--- config.mk ---
export PLATFORM = sky130hd
export DESIGN_NAME = mincount_timer
export DESIGN_NICKNAME = d
export VERILOG_FILES = /design/src/rtl/mct_pkg.sv /design/src/rtl/mct_bcd_digit.sv /design/src/rtl/mct_sec_count.sv /design/src/rtl/mct_ctrl.sv /design/src/rtl/mincount_timer.sv
export SDC_FILE = /design/constraint.sdc
export NUM_CORES = 1
export LEC_CHECK = 0
export BUFFER_PORTS_ARGS = -buffer_cell sky130_fd_sc_hd__buf_4
export CORE_MARGIN = 2
export CORE_UTILIZATION = 30
export DETAILED_ROUTE_END_ITERATION = 7
export GPL_TIMING_DRIVEN = 0
export SYNTH_ARGS = -nofsm -noshare
export SYNTH_HDL_FRONTEND = slang
export SYNTH_SLANG_ARGS = --single-unit
--- constraint.sdc ---
create_clock -name clk -period 2.1 [get_ports clk]
set_clock_uncertainty 0.1 [all_clocks]
set_input_delay 0.315 -clock clk [delete_from_list [all_inputs] [get_ports clk]]
set_output_delay 0.315 -clock clk [all_outputs]
set_load 0.005 [all_outputs]
--- src/rtl/mct_pkg.sv ---
package mct_pkg;
  localparam int DIGIT_W   = 4;
  localparam int DIGIT_MAX = 9;

  typedef enum logic {
    ST_SET = 1'b0,
    ST_RUN = 1'b1
  } run_state_e;
endpackage

--- src/rtl/mct_bcd_digit.sv ---
module mct_bcd_digit
  import mct_pkg::*;
#(
  parameter int MAX = DIGIT_MAX
) (
  input  logic               clk,
  input  logic               rst_n,
  input  logic               clr,
  input  logic               inc,
  input  logic               dec,
  output logic [DIGIT_W-1:0] val,
  output logic               at_zero
);
  localparam logic [DIGIT_W-1:0] TOP = DIGIT_W'(MAX);

  always_ff @(posedge clk) begin
    if (!rst_n || clr) begin
      val <= '0;
    end else if (inc) begin
      val <= (val == TOP) ? '0 : val + 1'b1;
    end else if (dec) begin
      val <= (val == '0) ? TOP : val - 1'b1;
    end
  end

  assign at_zero = (val == '0);

  p_digit_range_r2: assert property (@(posedge clk) disable iff (!rst_n)
    val <= TOP);
  p_digit_wrap_r2: assert property (@(posedge clk) disable iff (!rst_n)
    (inc && !clr && val == TOP) |=> (val == '0));
endmodule

--- src/rtl/mct_sec_count.sv ---
module mct_sec_count #(
  parameter int TICKS = 60
) (
  input  logic clk,
  input  logic rst_n,
  input  logic clr,
  input  logic tick,
  output logic min_wrap
);
  localparam int CW = (TICKS > 2) ? $clog2(TICKS) : 1;
  localparam logic [CW-1:0] LAST = CW'(TICKS - 1);

  logic [CW-1:0] cnt;

  always_ff @(posedge clk) begin
    if (!rst_n || clr) begin
      cnt <= '0;
    end else if (tick) begin
      cnt <= (cnt == LAST) ? '0 : cnt + 1'b1;
    end
  end

  assign min_wrap = tick && (cnt == LAST);

  p_sec_range_r6: assert property (@(posedge clk) disable iff (!rst_n)
    cnt <= LAST);
  p_sec_cleared_r9: assert property (@(posedge clk) disable iff (!rst_n)
    clr |=> (cnt == '0));
endmodule

--- src/rtl/mct_ctrl.sv ---
module mct_ctrl
  import mct_pkg::*;
(
  input  logic               clk,
  input  logic               rst_n,
  input  logic               ss_btn,
  input  logic               units_btn,
  input  logic               tens_btn,
  input  logic               min_wrap,
  input  logic [DIGIT_W-1:0] tens_val,
  input  logic [DIGIT_W-1:0] units_val,
  input  logic               tens_zero,
  input  logic               units_zero,
  output logic               units_inc,
  output logic               units_dec,
  output logic               tens_inc,
  output logic               tens_dec,
  output logic               digits_clr,
  output logic               sec_clr,
  output logic               running,
  output logic               done_q,
  output logic               abort_q
);
  run_state_e state, state_nx;
  logic value_nz, last_min, start_ok, abort_now, expire_now, step_down;

  assign running    = (state == ST_RUN);
  assign value_nz   = !(tens_zero && units_zero);
  assign last_min   = tens_zero && (units_val == DIGIT_W'(1));
  assign start_ok   = !running && ss_btn && value_nz;
  assign abort_now  = running && ss_btn;
  assign expire_now = running && !ss_btn && min_wrap && last_min;
  assign step_down  = running && !ss_btn && min_wrap && !last_min;

  assign units_inc  = !running && !ss_btn && units_btn;
  assign tens_inc   = !running && !ss_btn && tens_btn;
  assign units_dec  = step_down;
  assign tens_dec   = step_down && units_zero;
  assign digits_clr = abort_now || expire_now;
  assign sec_clr    = !running;

  always_comb begin
    state_nx = state;
    if (start_ok)                     state_nx = ST_RUN;
    else if (abort_now || expire_now) state_nx = ST_SET;
  end

  always_ff @(posedge clk) begin
    if (!rst_n) begin
      state   <= ST_SET;
      done_q  <= 1'b0;
      abort_q <= 1'b0;
    end else begin
      state   <= state_nx;
      done_q  <= expire_now;
      abort_q <= abort_now;
    end
  end

  p_zero_start_ignored_r4: assert property (@(posedge clk) disable iff (!rst_n)
    (!running && ss_btn && tens_val == '0 && units_val == '0) |=> !running);
  p_digits_hold_r5: assert property (@(posedge clk) disable iff (!rst_n)
    (running && !ss_btn && !min_wrap) |=> ($stable(tens_val) && $stable(units_val)));
  p_single_end_r8: assert property (@(posedge clk) disable iff (!rst_n)
    !(done_q && abort_q));
endmodule

--- src/rtl/mincount_timer.sv ---
module mincount_timer
  import mct_pkg::*;
#(
  parameter int TICKS_PER_MIN = 60
) (
  input  logic               clk,
  input  logic               rst_n,
  input  logic               tick_1s,
  input  logic               units_btn,
  input  logic               tens_btn,
  input  logic               startstop_btn,
  output logic               dev_on,
  output logic [DIGIT_W-1:0] digit_tens,
  output logic [DIGIT_W-1:0] digit_units,
  output logic               done_pulse,
  output logic               abort_pulse
);
  logic units_inc, units_dec, tens_inc, tens_dec, digits_clr, sec_clr;
  logic min_wrap, tens_zero, units_zero;

  mct_ctrl u_ctrl (
    .clk        (clk),
    .rst_n      (rst_n),
    .ss_btn     (startstop_btn),
    .units_btn  (units_btn),
    .tens_btn   (tens_btn),
    .min_wrap   (min_wrap),
    .tens_val   (digit_tens),
    .units_val  (digit_units),
    .tens_zero  (tens_zero),
    .units_zero (units_zero),
    .units_inc  (units_inc),
    .units_dec  (units_dec),
    .tens_inc   (tens_inc),
    .tens_dec   (tens_dec),
    .digits_clr (digits_clr),
    .sec_clr    (sec_clr),
    .running    (dev_on),
    .done_q     (done_pulse),
    .abort_q    (abort_pulse)
  );

  mct_sec_count #(.TICKS(TICKS_PER_MIN)) u_sec (
    .clk      (clk),
    .rst_n    (rst_n),
    .clr      (sec_clr),
    .tick     (tick_1s),
    .min_wrap (min_wrap)
  );

  mct_bcd_digit #(.MAX(DIGIT_MAX)) u_units (
    .clk     (clk),
    .rst_n   (rst_n),
    .clr     (digits_clr),
    .inc     (units_inc),
    .dec     (units_dec),
    .val     (digit_units),
    .at_zero (units_zero)
  );

  mct_bcd_digit #(.MAX(DIGIT_MAX)) u_tens (
    .clk     (clk),
    .rst_n   (rst_n),
    .clr     (digits_clr),
    .inc     (tens_inc),
    .dec     (tens_dec),
    .val     (digit_tens),
    .at_zero (tens_zero)
  );

  p_run_nonzero_r4: assert property (@(posedge clk) disable iff (!rst_n)
    dev_on |-> (digit_tens != '0 || digit_units != '0));
  p_done_clears_r7: assert property (@(posedge clk) disable iff (!rst_n)
    done_pulse |-> (!dev_on && digit_tens == '0 && digit_units == '0));
  p_abort_clears_r8: assert property (@(posedge clk) disable iff (!rst_n)
    abort_pulse |-> (!dev_on && digit_tens == '0 && digit_units == '0));
  p_reset_idle_r1: assert property (@(posedge clk)
    !rst_n |=> (!dev_on && !done_pulse && !abort_pulse));
endmodule

==> reports/metrics.cfg, run 1 <==
[timing]
setup_slack_ns = 0.2317
max_freq_mhz = 535.3
finalSetupViolations = 0
final_max_slew_viol_count = 0
period_share = 0.8896
relSlewSlack = 0.6513
rsz0062_at_grt = false
hold_ws_ns = 0.1975
tightest_slew_ns = 0.5219
final_hold_viol_count = 0
period_needed_ns = 1.868
tns_ns = 0

[worst_hold_path]
hold_depth = 2
hold_end = u_ctrl.abort_q
hp-class = primary input to flop
min-delay-start = rst_n

[place]
place.gp.congestion = 0.7909
dpl.cell_count = 179
pre_cts_ws_ns = 0.2260
port_buffers = 15
dp_hpwl_mm = 1.625
place_area_um2 = 1200

[global_route]
grt_max_degree = 11
antenna_found_initial = 0
grt.overflow.total = 0
grt_usage = 0.1179
grt_pass1_wl_mm = 3.739
grt_pass1_vias = 841

[finish]
fill_cells = 368
stdcell_area_um2 = 1227
layout.cells.non_filler = 183
final_common_cell = nor2_1
nets = 145
diodes = 0
layout-drive-gt1-share = 0.2628
area_delta_synth_final_pct = 19.20
final_cell_mix = nor2_1, dfxtp_1, buf_4

[detailed_routing]
routed_wl_mm = 2.202
dr.first_iter.drc_count = 17
first_pass_iters = 4
ant_nets = 0
via_count = 939
viasPerCell = 5.131
drc_errors = 0
wl_per_cell_um = 12.03

[logic_synthesis]
synth_seq_area_share = 0.3305
avgSynthCellArea_um2 = 8.727
synth_area_um2 = 1030
synth_cell_types = 44
yosysWarnings = 0
synthFlopType = dfxtp_1
ys_ff_latch = 17
synth-edff-count = 0
syn-num-nets = 125
synth_cells = 118
yosys-top-cells-area = dfxtp_1, nor2_1, xor2_1
async_flop_share = 0
yosysTopAreaCell = dfxtp_1
synth_top_area_frac = 0.3305

[die]
die-width_um = 62.59
dieArea_um2 = 3917
io_pins = 17
start_util = 0.3110
die_h_um = 62.59
coreArea_um2 = 3311
fp-row-count = 21

[job]
max-cap-violations = 0

[setup_path]
path_max_fanout = 10
crit_arrival_ns = 1.96
timing.rr.start = u_tens.val[0]
start_kind = flop
required_ns = 2.19
worst-setup-path-type = flop to flop
r2r_slack_ns = 0.23
timing.rr.end = u_units.val[1]
end_kind = flop
r2r_cells = 6

[clocking]
cts_sinks = 17
cts_setup_buffers = 0
cts_buffers = 3
post_cts_resized = 0
ctsHtreeMaxLevel = 1
cts_root_buffer = clkbuf_4
cts_tree = built
clk_latency_ns = 0.30
clkTransAtPathRegs_ns = 0.11
clk_path_buf_depth = 2
cts_hold_buf = 0

[power_and_ir_drop]
p_leak_nw = 0.4666
peakVddDrop_v = 0.0004253
power_density_nw_per_um2 = 613.7

[status]
outcome = complete, no violations

-- stage by stage --
stage	power (mW)	util
after floorplan	0.5137	-
after global placement	0.5731	0.3624
after detailed placement	0.5762	0.3624
after CTS	0.7605	0.3707
after global routing	0.7977	0.3707
final	0.7533	0.3707
-- worst max-delay path by stage --
stage                        start              to  slack, ns  cells after the start
floorplan           u_units.val[0]   u_tens.val[1]       0.42                      5
global placement     u_tens.val[0]  u_units.val[3]       0.21                      6
detailed placement   u_tens.val[0]   u_tens.val[0]       0.23                      6
CTS                  u_tens.val[0]   u_tens.val[0]       0.19                      6
global route         u_tens.val[0]  u_units.val[1]       0.06                      6
finish               u_tens.val[0]  u_units.val[1]       0.23                      6
-- final cells by class --
cell class / count / area, µm² / share of cell area
multi-input combinational: 93 / 638.1 / 0.5199
timing repair buffer: 15 / 112.6 / 0.09174
tap: 46 / 57.56 / 0.04689
sequential: 17 / 340.3 / 0.2773
clock buffer: 3 / 22.52 / 0.01835
clock inverter: 1 / 5.005 / 0.004077
buffer: 5 / 40.04 / 0.03262
inverter: 3 / 11.26 / 0.009174
-- critical path: stages (launching register included) --
cell	delay [ns]
dfxtp_1	0.32
buf_2	0.18
nor4_4	0.35
nand3_1	0.20
o21ba_2	0.28
o21ai_4	0.24
a211oi_1	0.08
-- flip-flops by register name, summed over array words and instances (netlist names) --
| name | count |
|---|---|
| u_ctrl.abort_q | 1 |
| u_units.val | 4 |
| u_ctrl.running | 1 |
| u_tens.val | 4 |
| u_ctrl.done_q | 1 |
| u_sec.cnt | 6 |
-- logic make-up after synthesis --
logic type / Yosys count / synth area share
muxes: 3 / 0.03038
xor gates and xnor gates: 7 / 0.05954
buffers and inverters: 8 / 0.04982
and+or+nand+nor: 56 / 0.3366
DFF: 17 / 0.3305
AOI/OAI and AO/OA: 26 / 0.1811
adders and majority gates: 1 / 0.01215
-- cells in the mapped netlist (2+ instances only) --
library cell and number:
buf_6 2, a32oi_1 2, mux2i_1 2, nand2b_1 2, xnor2_1 3, nand3b_1 2, or3b_2 2, nand3_1 4
nand2_1 6, o22ai_1 2, xor2_1 4, and3_1 2, inv_1 3, buf_2 2, o21ai_0 3, dfxtp_1 17
a21oi_1 6, a221oi_1 2, nor3_1 2, nor2_1 20, nand4_1 3, a211oi_1 3, nor2b_1 2, a31oi_1 2
-- where the power goes --
| part | switching (mW) | internal [mW] | leakage, nW |
|---|---|---|---|
| clock | 0.115 | 0.0711 | 0.0177 |
| sequential | 0.0205 | 0.339 | 0.138 |
| combinational | 0.106 | 0.102 | 0.311 |
-- routing by layer --
metal | GRT usage | up-vias | wire (µm)
met2 | 0.1815 | 26 | 992
li1 | - | 467 | -
met3 | 0.04324 | 4 | 118
met1 | 0.1546 | 442 | 1071
met5 | 0 | - | 0
met4 | 0.03333 | 0 | 19
(Power assumes the default switching activity.)
==> run 2: changes to the inputs <==
--- a/config.mk
+++ b/config.mk
@@ -6,10 +6,12 @@
 export NUM_CORES = 1
 export LEC_CHECK = 0
 export BUFFER_PORTS_ARGS = -buffer_cell sky130_fd_sc_hd__buf_4
+export CORE_ASPECT_RATIO = 0.75
 export CORE_MARGIN = 2
-export CORE_UTILIZATION = 30
+export CORE_UTILIZATION = 35
 export DETAILED_ROUTE_END_ITERATION = 7
 export GPL_TIMING_DRIVEN = 0
 export SYNTH_ARGS = -nofsm -noshare
 export SYNTH_HDL_FRONTEND = slang
+export SYNTH_HIERARCHICAL = 1
 export SYNTH_SLANG_ARGS = --single-unit
==> run 2 against run 1 <==
  * Flip-flop and latch count is the same
  * Sequential power down 2%
  * Critical path type unchanged
  * Critical endpoint is now u_tens/val[1]
  * Largest power group unchanged
  * Clock power rose by 41%
  * Die area down 9.8%
  * First-iteration DRC count rose to 2.6 times the previous value
  * Hold slack better by 0.033 ns
==> reports/metrics.cfg, run 2 <==
[finish]
reg_top3 = u_sec/cnt: 6 flops, u_tens/val: 4 flops, u_units/val: 4 flops
final_common_cell = buf_4
area_delta_synth_final_pct = 30.62
layout-drive-gt1-share = 0.3444  ; +0.08160
final_cell_mix = buf_4, dfxtp_1, nor2_1
diodes = 0  ; unchanged
fin_util = 0.4783  ; +0.1075
multiInputGateArea_um2 = 750.7  ; +18%
fill_cells = 283  ; -23%
top_register = u_sec/cnt
seq_area_um2 = 350.3  ; +2.9%
nets = 159  ; +9.7%
largest_register_ffs = 6  ; unchanged

[power_and_ir_drop]
p_leak_nw = 0.5377  ; +15%
switching_power_mw = 0.2416  ; +0.21%
swShare = 0.3042  ; -0.01585
power_density_nw_per_um2 = 565.8  ; -7.8%
clockPowerShare = 0.331  ; +0.084
power_mw = 0.7943  ; +5.4%
power_frac_seq = 0.444  ; -0.033
combPwrFrac = 0.225  ; -0.051
cell_internal_pwr_mw = 0.5527  ; +7.9%
peakVddDrop_v = 0.0002555  ; -40%

[global_route]
grt.overflow.total = 0  ; unchanged
antenna_found_initial = 0  ; unchanged
grt_max_degree = 11  ; unchanged
grt_pass1_vias = 995  ; +18%
grt_usage = 0.1632  ; +0.04538
grt_pass1_wl_mm = 4.284  ; +15%

[detailed_routing]
wl_per_cell_um = 14.39  ; +20%
first_pass_iters = 4  ; unchanged
dr.first_iter.drc_count = 44  ; +27
routed_wl_mm = 2.719  ; +23%
drc_errors = 0  ; unchanged
viasPerCell = 5.508  ; +7.3%
ant_nets = 0  ; unchanged
via_count = 1041  ; +11%

[die]
start_util = 0.3662  ; +0.05512
fp-row-count = 17  ; -19%
io_pins = 17  ; unchanged
coreArea_um2 = 2935  ; -11%
die-width_um = 67.99  ; +8.6%
dieArea_um2 = 3535  ; -9.8%
die_h_um = 51.99  ; -17%

[logic_synthesis]
yosysMostFrequentCell = dfxtp_1
synthFlopType = dfxtp_1
syn-num-nets = 135  ; +8.0%
avgSynthCellArea_um2 = 8.397  ; -3.8%
synth-edff-count = 0  ; unchanged
ys_ff_latch = 17  ; unchanged
synth_area_um2 = 1075  ; +4.4%
yosys-top-cells-area = dfxtp_1, nor2_1, nand2_1
synth_common_cells = dfxtp_1, nor2_1, nand2_1, a21oi_1, nor3_1
synth_top_area_frac = 0.3166  ; -0.01385
synth_seq_area_share = 0.3166  ; -0.01385
synth_cell_types = 41  ; -6.8%
synth_cells = 128  ; +8.5%
yosysWarnings = 6  ; +6
yosysTopAreaCell = dfxtp_1
async_flop_share = 0  ; unchanged

[place]
dp_hpwl_mm = 1.837  ; +13%
place.gp.congestion = 0.8251  ; +4.3%
port_buffers = 15  ; unchanged
pre_cts_ws_ns = -0.2900  ; -0.5160 ns

[timing]
finalSetupViolations = 0  ; unchanged
max_freq_mhz = 486.5  ; -9.1%
relSlewSlack = 0.7411  ; +0.08973
setup_slack_ns = 0.04463  ; -0.1871 ns
hold_ws_ns = 0.2302  ; +0.03268 ns
tightest_slew_ns = 0.3879  ; -0.1340 ns
final_hold_viol_count = 0  ; unchanged
period_share = 0.9787  ; +0.08910
final_max_slew_viol_count = 0  ; unchanged
period_needed_ns = 2.055  ; +0.1871 ns

[setup_path]
critical_path_buf_inv_count = 0  ; -1
crit_path_cell_trace = nand4b_1 > nor2_4 > nand3b_1 > a21oi_4 > and2_4 > or4b_4 > a21oi_2 > nor4b_1
end_kind = flop
start_kind = flop
path_max_fanout = 5  ; -5
cp_top_family = simple AND/OR/NAND/NOR gates
worst-setup-path-type = flop to flop
required_ns = 2.15  ; -0.04 ns
cp_slowest_cell = or4b_4
max_stage_delay_ns = 0.46  ; +0.11 ns
crit_arrival_ns = 2.10  ; +0.14 ns

[job]
max-cap-violations = 0  ; unchanged

[clocking]
cts_tree = built
cts_buffers = 3  ; unchanged
clk_latency_ns = 0.26  ; -0.04 ns
cts_root_buffer = clkbuf_8
clkTransAtPathRegs_ns = 0.07  ; -0.04 ns
clk_path_buf_depth = 2  ; unchanged
ctsHtreeMaxLevel = 1  ; unchanged
cts_sinks = 17  ; unchanged

[worst_hold_path]
hp-class = primary input to flop

[status]
outcome = complete, no violations

==> run 2: tightest hold or removal path, stage by stage <==
cell	delay (ns)
buf_4	0.14
nand3_1	0.06
nor2_1	0.04
==> run 2: kinds of logic after synthesis <==
logic type,share of synthesized area
AOI/OAI and AO/OA,0.1537
and+or+nand+nor,0.4063
adders and majority gates,0.01164
muxes,0.009314
buffers and inverters,0.06169
DFF,0.3167
xor gates and xnor gates,0.04074
==> run 2: power groups by stage <==
stage                     sequential (mW)  clock [mW]  combinational [mW]
after floorplan                     0.359           0               0.110
after global placement              0.361           0               0.158
after detailed placement            0.361           0               0.163
after CTS                           0.354       0.271               0.169
after global routing                0.355       0.286               0.196
final                               0.353       0.263               0.179
==> run 2: final timing paths <==
path                 from       endpoint  slack, ns  cells past startpoint
min reg2reg  u_sec/cnt[4]   u_sec/cnt[4]       0.40                      2
max          u_sec/cnt[2]  u_tens/val[1]       0.04                      8
max reg2reg  u_sec/cnt[2]  u_tens/val[1]       0.04                      8
min                 rst_n  u_ctrl/done_q       0.23                      3
==> run 2: stage by stage <==
step / TNS [ns] / area (µm²) / cells
global route: -0.02569 / 1404 / 189
detailed placement: -0.9440 / 1239 / 181
finish: 0 / 1404 / 189
CTS: 0 / 1319 / 186
global placement: -0.7305 / 1239 / 181
floorplan: 0 / 1079 / 128
==> run 2: area by class of cell <==
| class | count | share of cell area |
|---|---|---|
| multi-input cells | 101 | 0.5348 |
| well taps | 38 | 0.03387 |
| flip-flops and latches | 17 | 0.2496 |
| repair buffers | 19 | 0.1016 |
| clock buffers | 3 | 0.02941 |
| plain buffers | 9 | 0.04456 |
| clock inverters | 1 | 0.003565 |
| inverters | 1 | 0.002674 |
==> run 2: metal layers <==
| metal | global-route usage | wire length, µm | up-vias |
|---|---|---|---|
| li1 | - | - | 516 |
| met1 | 0.1876 | 1212 | 501 |
| met3 | 0.05195 | 95 | 2 |
| met4 | 0.06667 | 16 | 0 |
| met2 | 0.2783 | 1394 | 22 |
| met5 | 0 | 0 | - |
==> run 2: repair_timing <==
action	CTS	global route
setup endpoints to repair	7	6
endpoints found under the hold margin	0	0
hold buffers	0	0
buffers inserted	1	3
pin swaps	1	1
resized for setup	8	13
==> run 3: changes to the inputs <==
--- a/config.mk
+++ b/config.mk
@@ -11,6 +11,7 @@
 export CORE_UTILIZATION = 35
 export DETAILED_ROUTE_END_ITERATION = 7
 export GPL_TIMING_DRIVEN = 0
+export SKIP_LAST_GASP = 1
 export SYNTH_ARGS = -nofsm -noshare
 export SYNTH_HDL_FRONTEND = slang
 export SYNTH_HIERARCHICAL = 1
==> constraint.sdc (replaced) <==
create_clock -name clk -period 2 [get_ports clk]
set_clock_uncertainty 0.1 [all_clocks]
set_input_delay 0.2 -clock clk [delete_from_list [all_inputs] [get_ports clk]]
set_output_delay 0.2 -clock clk [all_outputs]
set_load 0.005 [all_outputs]
==> run 3 against run 2 <==
  * The flow now finishes with violations (negative setup slack)
  * Combinational power is 5% higher
  * Via count is 2.5% lower
  * Global-route usage is 0.12 points higher
  * Cell count grew 0.53%
  * Critical endpoint unchanged
  * Critical path depth unchanged
==> reports/metrics.cfg, run 3 (same netlist as run 2, synthesis figures left out) <==
[timing]
max_freq_mhz = 488.3  ; +0.35%
period_share = 1.024  ; +0.04532
relSlewSlack = 0.7327  ; -0.008351
period_needed_ns = 2.048  ; -0.007239 ns
tightest_slew_ns = 0.4004  ; +0.01251 ns
rsz0062_at_grt = true
final_max_slew_viol_count = 0  ; unchanged
final_hold_viol_count = 0  ; unchanged
tns_ns = -0.06799  ; -0.06799 ns
setup_slack_ns = -0.04813  ; -0.09276 ns
hold_ws_ns = 0.1191  ; -0.1110 ns
finalSetupViolations = 3  ; +3

[die]
die_h_um = 51.99  ; unchanged
dieArea_um2 = 3535  ; unchanged
coreArea_um2 = 2935  ; unchanged
io_pins = 17  ; unchanged
die-width_um = 67.99  ; unchanged
start_util = 0.3662  ; unchanged
fp-row-count = 17  ; unchanged

[clocking]
clkTransAtPathRegs_ns = 0.07  ; about the same
cts_root_buffer = clkbuf_8
cts_tree = built
clk_path_buf_depth = 2  ; unchanged
cts_buffers = 3  ; unchanged
cts_sinks = 17  ; unchanged
clk_latency_ns = 0.26  ; about the same
cts_hold_buf = 0  ; unchanged
ctsHtreeMaxLevel = 1  ; unchanged

[place]
dp_hpwl_mm = 1.789  ; -2.6%
place_area_um2 = 1250  ; +0.91%
dpl.cell_count = 181  ; unchanged
port_buffers = 15  ; unchanged
place.gp.congestion = 0.8049  ; -2.4%

[global_route]
grt_pass1_wl_mm = 4.326  ; +0.98%
grt_max_degree = 11  ; unchanged
grt_usage = 0.1645  ; +0.001218
grt.busiest_layer = met2
grt_pass1_vias = 979  ; -1.6%
grt.overflow.total = 0  ; unchanged
met3_usage = 0.04545  ; -0.006494
grt_use_met2 = 0.2540  ; -0.02427
antenna_found_initial = 0  ; unchanged
use_met1 = 0.2227  ; +0.03508

[detailed_routing]
dr.first_iter.drc_count = 78  ; +77%
via_count = 1015  ; -2.5%
ant_nets = 0  ; unchanged
first_pass_iters = 2  ; -2
wl_per_cell_um = 13.85  ; -3.7%
viasPerCell = 5.342  ; -3.0%
routed_wl_mm = 2.631  ; -3.2%
drc_errors = 0  ; unchanged

[setup_path]
path_max_fanout = 5  ; unchanged
worst-setup-path-type = flop to flop
end_kind = flop
crit_arrival_ns = 2.09  ; about the same
r2r_slack_ns = -0.05  ; -0.09 ns
start_kind = flop
required_ns = 2.05  ; -0.10 ns

[power_and_ir_drop]
p_leak_nw = 0.5453  ; +1.4%
power_density_nw_per_um2 = 576.6  ; +1.9%
peakVddDrop_v = 0.0003372  ; +32%

[finish]
top_register = u_sec/cnt
diodes = 0  ; unchanged
stdcell_area_um2 = 1419  ; +1.1%
multiInputGateArea_um2 = 754.5  ; +0.50%
layout-drive-gt1-share = 0.3618  ; +0.01747
fill_cells = 292  ; +3.2%
layout.cells.non_filler = 190  ; +0.53%
final_common_cell = buf_4
reg_top3 = u_sec/cnt: 6 flops, u_tens/val: 4 flops, u_units/val: 4 flops
largest_register_ffs = 6  ; unchanged
nets = 160  ; +0.63%
area_delta_synth_final_pct = 32.01
seq_area_um2 = 354.1  ; +1.1%
final_cell_mix = buf_4, dfxtp_1, nor2_1
fin_util = 0.4834  ; +0.005115

[status]
violations = negative setup slack
outcome = complete, but fails checks

[job]
max-cap-violations = 0  ; unchanged

[worst_hold_path]
hp-class = primary input to flop

## run 3: critical path: stages (launching register included)
cell,delay (ns)
dfxtp_4,0.34
nand4b_1,0.23
nor2_4,0.13
nand3b_1,0.13
a21oi_4,0.15
and2_4,0.18
or4b_4,0.46
a21oi_2,0.15
nor4b_1,0.06
## run 3: cell type report
class	instances	share of cell area
multi-input combinational	101	0.5317
sequential	17	0.2496
timing repair buffer	20	0.1058
buffer	9	0.04409
tap	38	0.03351
clock buffer	3	0.02910
clock inverter	1	0.003527
inverter	1	0.002646
## run 3: power by group
part           internal, mW  switching (mW)
Clock                 0.138           0.123
Combinational        0.0888          0.0989
Sequential            0.350          0.0186
## run 3: stage by stage
step / setup slack (ns) / total power [mW]
5_1_grt: -0.1236 / 0.8607
6_report: -0.04813 / 0.8182
2_1_floorplan: 0.002882 / 0.4934
4_1_cts: -0.01761 / 0.8179
3_3_place_gp: -0.2182 / 0.5458
3_5_place_dp: -0.2536 / 0.5511
## run 3: worst paths after layout
path	depth (start not counted)	endpoint	start
worst max-delay path	8	u_tens/val[1]	u_sec/cnt[2]
worst min-delay path	3	u_ctrl/done_q	rst_n
worst max register to register	8	u_tens/val[1]	u_sec/cnt[2]
worst min register to register	2	u_sec/cnt[4]	u_sec/cnt[4]
## run 3: repair_timing
action / in CTS / in global routing
setup endpoints to repair: 8 / 8
cloned: 0 / 0
endpoints found under the hold margin: 0 / 0
gates resized for setup: 15 / 4
buffers inserted: 4 / 1
pin swaps: 2 / 2
## run 3: metal layers
layer	wire length [µm]	up-vias
met5	0	-
met4	32	0
met3	68	4
met2	1211	15
met1	1318	475
li1	-	521
